<file path="src/rtl/rowcmd_pkg.sv">
package rowcmd_pkg;
  localparam int BOUND_W    = 8;
  localparam int ADDR_W     = 32;
  localparam int UNIT_SHIFT = 23;
  localparam int CODE_W     = 3;

  localparam logic [CODE_W-1:0] CMD_NORMAL = 3'd0;
  localparam logic [CODE_W-1:0] CMD_MODE   = 3'd3;

  localparam logic [ADDR_W-1:0] OFS_LO_CL3 = 32'h0000_01D0;
  localparam logic [ADDR_W-1:0] OFS_HI_CL3 = 32'h0000_1E28;
  localparam logic [ADDR_W-1:0] OFS_LO_CL2 = 32'h0000_0150;
  localparam logic [ADDR_W-1:0] OFS_HI_CL2 = 32'h0000_1EA8;

  typedef struct packed {
    logic start;    // latch command, clear row start
    logic capture;  // latch row end and access address
    logic skip;     // empty row: start <= table value
    logic step;     // acknowledged row: start <= latched end
  } ctrlStrobes_t;
endpackage

</file>
<file path="src/rtl/rowcmd_ctrl.sv">
module rowcmd_ctrl
  import rowcmd_pkg::*;
#(
  parameter int NUM_ROWS = 8,
  localparam int IDX_W = $clog2(NUM_ROWS)
) (
  input  logic              clk,
  input  logic              rstN,
  input  logic              cmdValid,
  input  logic [CODE_W-1:0] cmdCode,
  input  logic              nonEmpty,
  input  logic              accReady,
  output ctrlStrobes_t      strobes,
  output logic [IDX_W-1:0]  rowIdx,
  output logic              accValid,
  output logic              busy,
  output logic              done
);
  typedef enum logic [1:0] {ST_IDLE, ST_SCAN, ST_ACCESS} state_t;

  localparam logic [IDX_W-1:0] LAST_ROW = IDX_W'(NUM_ROWS - 1);

  state_t state, stateNext;
  logic rowDone, lastRow;

  assign lastRow  = (rowIdx == LAST_ROW);
  assign accValid = (state == ST_ACCESS);
  assign busy     = (state != ST_IDLE);

  always_comb begin
    strobes   = '0;
    stateNext = state;
    rowDone   = 1'b0;
    unique case (state)
      ST_IDLE: begin
        if (cmdValid) begin
          strobes.start = 1'b1;
          if (cmdCode != CMD_NORMAL) stateNext = ST_SCAN;
        end
      end
      ST_SCAN: begin
        if (nonEmpty) begin
          strobes.capture = 1'b1;
          stateNext = ST_ACCESS;
        end else begin
          strobes.skip = 1'b1;
          rowDone = 1'b1;
        end
      end
      ST_ACCESS: begin
        if (accReady) begin
          strobes.step = 1'b1;
          rowDone = 1'b1;
        end
      end
      default: stateNext = ST_IDLE;
    endcase
    if (rowDone) stateNext = lastRow ? ST_IDLE : ST_SCAN;
  end

  always_ff @(posedge clk) begin
    if (!rstN) begin
      state  <= ST_IDLE;
      rowIdx <= '0;
      done   <= 1'b0;
    end else begin
      state <= stateNext;
      done  <= (rowDone && lastRow) ||
               (state == ST_IDLE && cmdValid && cmdCode == CMD_NORMAL);
      if (strobes.start)      rowIdx <= '0;
      else if (rowDone && !lastRow) rowIdx <= rowIdx + 1'b1;
    end
  end
endmodule

</file>
<file path="src/rtl/rowcmd_dpath.sv">
module rowcmd_dpath
  import rowcmd_pkg::*;
#(
  parameter int NUM_ROWS = 8,
  localparam int IDX_W = $clog2(NUM_ROWS)
) (
  input  logic               clk,
  input  logic               rstN,
  input  ctrlStrobes_t       strobes,
  input  logic [CODE_W-1:0]  cmdCode,
  input  logic               casIsThree,
  input  logic [IDX_W-1:0]   rowIdx,
  input  logic [BOUND_W-1:0] tblData,
  output logic               nonEmpty,
  output logic [ADDR_W-1:0]  accAddr
);
  localparam logic [IDX_W-1:0] HALF_ROW = IDX_W'(NUM_ROWS / 2);

  logic [CODE_W-1:0]  cmdReg;
  logic               casReg;
  logic [BOUND_W-1:0] rowStart, rowEnd;
  logic [ADDR_W-1:0]  offset, rowBase;

  assign nonEmpty = (tblData > rowStart);
  assign rowBase  = ADDR_W'(rowStart) << UNIT_SHIFT;

  always_comb begin
    offset = '0;
    if (cmdReg == CMD_MODE) begin
      if (rowIdx >= HALF_ROW) offset = casReg ? OFS_HI_CL3 : OFS_HI_CL2;
      else                    offset = casReg ? OFS_LO_CL3 : OFS_LO_CL2;
    end
  end

  always_ff @(posedge clk) begin
    if (!rstN) begin
      cmdReg   <= '0;
      casReg   <= 1'b0;
      rowStart <= '0;
      rowEnd   <= '0;
      accAddr  <= '0;
    end else begin
      if (strobes.start) begin
        cmdReg   <= cmdCode;
        casReg   <= casIsThree;
        rowStart <= '0;
      end
      if (strobes.capture) begin
        rowEnd  <= tblData;
        accAddr <= rowBase + offset;
      end
      if (strobes.skip) rowStart <= tblData;
      if (strobes.step) rowStart <= rowEnd;
    end
  end
endmodule

</file>
<file path="src/rtl/row_cmd_broadcast.sv">
module row_cmd_broadcast
  import rowcmd_pkg::*;
(
  input  logic               clk,
  input  logic               rstN,
  input  logic               cmdValid,
  input  logic [CODE_W-1:0]  cmdCode,
  input  logic               casIsThree,
  output logic               busy,
  output logic [2:0]         tblIdx,
  input  logic [BOUND_W-1:0] tblData,
  output logic               accValid,
  output logic [ADDR_W-1:0]  accAddr,
  input  logic               accReady,
  output logic               done
);
  localparam int NUM_ROWS = 8;

  ctrlStrobes_t strobes;
  logic         nonEmpty;

  rowcmd_ctrl #(.NUM_ROWS(NUM_ROWS)) u_ctrl (
    .clk(clk), .rstN(rstN), .cmdValid(cmdValid), .cmdCode(cmdCode),
    .nonEmpty(nonEmpty), .accReady(accReady), .strobes(strobes),
    .rowIdx(tblIdx), .accValid(accValid), .busy(busy), .done(done)
  );

  rowcmd_dpath #(.NUM_ROWS(NUM_ROWS)) u_dpath (
    .clk(clk), .rstN(rstN), .strobes(strobes), .cmdCode(cmdCode),
    .casIsThree(casIsThree), .rowIdx(tblIdx), .tblData(tblData),
    .nonEmpty(nonEmpty), .accAddr(accAddr)
  );
endmodule

</file>
<file path="config.mk">
export PLATFORM = sky130hd
export DESIGN_NAME = row_cmd_broadcast
export DESIGN_NICKNAME = d
export VERILOG_FILES = /design/src/rtl/rowcmd_pkg.sv /design/src/rtl/rowcmd_ctrl.sv /design/src/rtl/rowcmd_dpath.sv /design/src/rtl/row_cmd_broadcast.sv
export SDC_FILE = /design/constraint.sdc
export NUM_CORES = 1
export LEC_CHECK = 0
export BUFFER_PORTS_ARGS = -buffer_cell sky130_fd_sc_hd__buf_2
export CORE_UTILIZATION = 52
export CTS_BUF_LIST = sky130_fd_sc_hd__clkbuf_16
export CTS_CLUSTER_SIZE = 8
export DETAILED_ROUTE_END_ITERATION = 16
export PLACE_DENSITY = 0.81
export SYNTH_ARGS = -nofsm -noshare
export SYNTH_HDL_FRONTEND = slang
export SYNTH_SLANG_ARGS = --single-unit
</file>
<file path="constraint.sdc">
create_clock -name clk -period 2.5 [get_ports clk]
set_input_delay 0.25 -clock clk [delete_from_list [all_inputs] [get_ports clk]]
set_output_delay 0.25 -clock clk [all_outputs]
set_load 0.01 [all_outputs]
</file>
==> flow_summary.toml <==
[final_layout]
antennaDiodeCount = 0
drive_gt1_share_pct = 24.3
final_nets = 303
mostFrequentLayoutCells = "39 x buf_2, 37 x dfxtp_1, 32 x nand2_1, 32 x nand3_1, 17 x o21ai_0"
seq_area_sq_um = 741
stdcell_area_sq_um = 2350
multi_input_area_sq_um = 1050
fill_cells = 327
areaGrowthSynthToFinish_pct = 16.1
final_common_cell = "buf_2"

[synth]
synth_top_cell_by_area = "dfxtp_1"
netlist_area_sq_um = 2020
async_flop_share_pct = 0
ys.warnings.count = 0
synthFlopType = "dfxtp_1"
seq_area_frac_synth_pct = 36.7
synth_cell_types = 31
synth.top_cell.area_share_pct = 36.7
synth_edf_count = 0
ys_ff_latch = 37
synth_top_cells_by_area = "dfxtp_1 37%, ha_1 9.9%, buf_4 8.2%"
postSynthAreaPerCell_sq_um = 8.45
synthCells = 239

[critical_path]
path_max_fanout = 10
ff2ff_path_depth = 8
crit_end = "u_dpath.rowStart[2]"
reg2reg_to = "u_dpath.rowStart[2]"
worstPathArrival_ns = 2.32
required_ns = 2.70
end_kind = "flip-flop"
startpoint = "u_dpath.rowStart[3]"
worstSetupPathType = "flip-flop to flip-flop"
start_kind = "flip-flop"
r2r_start = "u_dpath.rowStart[3]"
r2r_slack_ns = 0.38

[floorplan]
initial_core_util_pct = 54.8
std_cell_rows = 22
die_y_microns = 64.3
die-area_sq_um = 4140
coreArea_sq_um = 3690
die_w_microns = 64.3
ios = 54

[routing]
wl_per_cell_microns = 12.6
first_pass_iters = 4
drc = 0
ant_nets = 0
drt_wl_total_microns = 4020
num_vias = 1656
drt_first_iter_violations = 133
vias_per_cell = 5.18

[pwr]
leakage_nw = 1.03
p_per_area_nw_per_um2 = 875
power_mw = 2.05
ir_drop_mv = 1.12

[placement]
dpl-instance-area_sq_um = 2160
dpl.hpwl_microns = 2800
place_congestion = 0.894
port_buffers = 39

[global_route]
antenna_found_initial = 0
grt_max_degree = 38
grt_pass1_vias = 1451
grt_pass1_wl_microns = 6710
overflow = 0
grt_usage_pct = 21.7

[timing]
rsz0062_at_grt = "false"
slew_violations = 0
fmax_ghz = 0.472
setup_tns_ns = 0
hold_violations = 0
setup_viol_count_final = 0
period_minus_slack_ns = 2.12
maxSlewHeadroom_pct = 64.2
worstMarginPinSlew_ns = 0.535
finalCritPeriodShare_pct = 84.7
clock-skew-final_ns = 0.00487

[min_path]
hp-class = "input pin to flip-flop"
min-delay-start = "casIsThree"

[clock_tree]
cts_resized = 0
cts_root_buf = "clkbuf_16"
numCtsBuffers = 5
h-tree-depth = 2
cts_tree = "done"
cts.reportedPaths.clkPinSlew_ns = 0.06
clk_latency_ns = 0.28
cts_sinks = 37
cts_max_path_buffers = 2
ctsHoldBuffers = 0
cts_setup_buffers = 0

[outcome]
status = "finished, final reports clean"

[flow_run]
cap_viol_max_count = 0
-- sequential cells by signal (all words and copies together) (netlist names) --
signal            cells
u_dpath.cmdReg        3
u_ctrl.state          2
u_ctrl.done           1
u_dpath.rowEnd        8
u_dpath.casReg        1
u_dpath.accAddr      11
u_dpath.rowStart      8
u_ctrl.rowIdx         3
-- cells in the mapped netlist (2+ instances only) --
cell / count
o31ai_1: 12
mux2i_1: 4
buf_4: 22
clkbuf_1: 5
mux2_2: 8
buf_6: 2
dfxtp_1: 37
o211ai_1: 3
nand2_1: 32
buf_2: 2
buf_1: 3
nor2_1: 3
inv_1: 15
nand4_1: 2
ha_1: 16
o21ai_0: 17
a21oi_1: 9
a31oi_1: 3
nand3_1: 32
-- logic make-up after synthesis --
family / share of synthesized area [%]
other cells: 0.186
compound gates: 15.3
fa+ha+maj: 9.91
buf+inv: 14.1
mux: 6.44
flops: 36.7
xor+xnor: 0.434
simple gates: 17.0
-- cell type report --
cell class | instances | share of cell area (%)
clock buffer | 5 | 5.33
clock inverter | 3 | 2.77
inverter | 15 | 2.40
multi-input combinational | 166 | 44.8
sequential | 37 | 31.6
tap | 48 | 2.56
timing repair buffer | 46 | 10.6
-- layer usage --
| layer | routed length [microns] | global-route usage (%) | part of all wire [%] |
|---|---|---|---|
| met1 | 1870 | 26.4 | 47 |
| met2 | 1840 | 34.2 | 46 |
| met3 | 216 | 5.18 | 5.4 |
| met4 | 89 | 13.3 | 2.2 |
| met5 | 0 | 0 | 0 |
-- how the worst min path moves through the flow --
stage,depth (start not counted),to,slack (ns)
2_1_floorplan,2,u_dpath.rowEnd[1],0.39
3_3_place_gp,2,u_dpath.cmdReg[2],0.44
3_5_place_dp,2,u_dpath.cmdReg[2],0.44
4_1_cts,3,u_dpath.casReg,0.22
5_1_grt,3,u_dpath.casReg,0.23
6_report,3,u_dpath.casReg,0.22
-- power by group --
| part | total (mW) | leakage, nW | switching, mW | internal, mW |
|---|---|---|---|---|
| combinational | 0.545 | 0.640 | 0.344 | 0.201 |
| clock | 0.805 | 0.0938 | 0.236 | 0.569 |
| sequential | 0.702 | 0.300 | 0.0413 | 0.661 |
-- through the flow --
| stage | utilization, % | hold slack (ns) | std cells | setup WS, ns |
|---|---|---|---|---|
| after floorplan | - | 0.390 | 252 | 0.653 |
| after global placement | 58.4 | 0.442 | 312 | 0.508 |
| after detailed placement | 58.4 | 0.444 | 312 | 0.469 |
| after CTS | 63.6 | 0.221 | 320 | 0.411 |
| after global routing | 63.6 | 0.227 | 320 | 0.187 |
| final | 63.6 | 0.220 | 320 | 0.383 |
-- worst max-delay path, stage by stage (launching register included) --
cell and delay, ns:
dfxtp_1 0.35, inv_1 0.10, ha_1 0.34, a21oi_1 0.19
a21oi_2 0.13, o211ai_1 0.48, buf_4 0.26, nand3_1 0.09
o21ai_0 0.10
No activity file was read; power rests on OpenSTA's default activity.
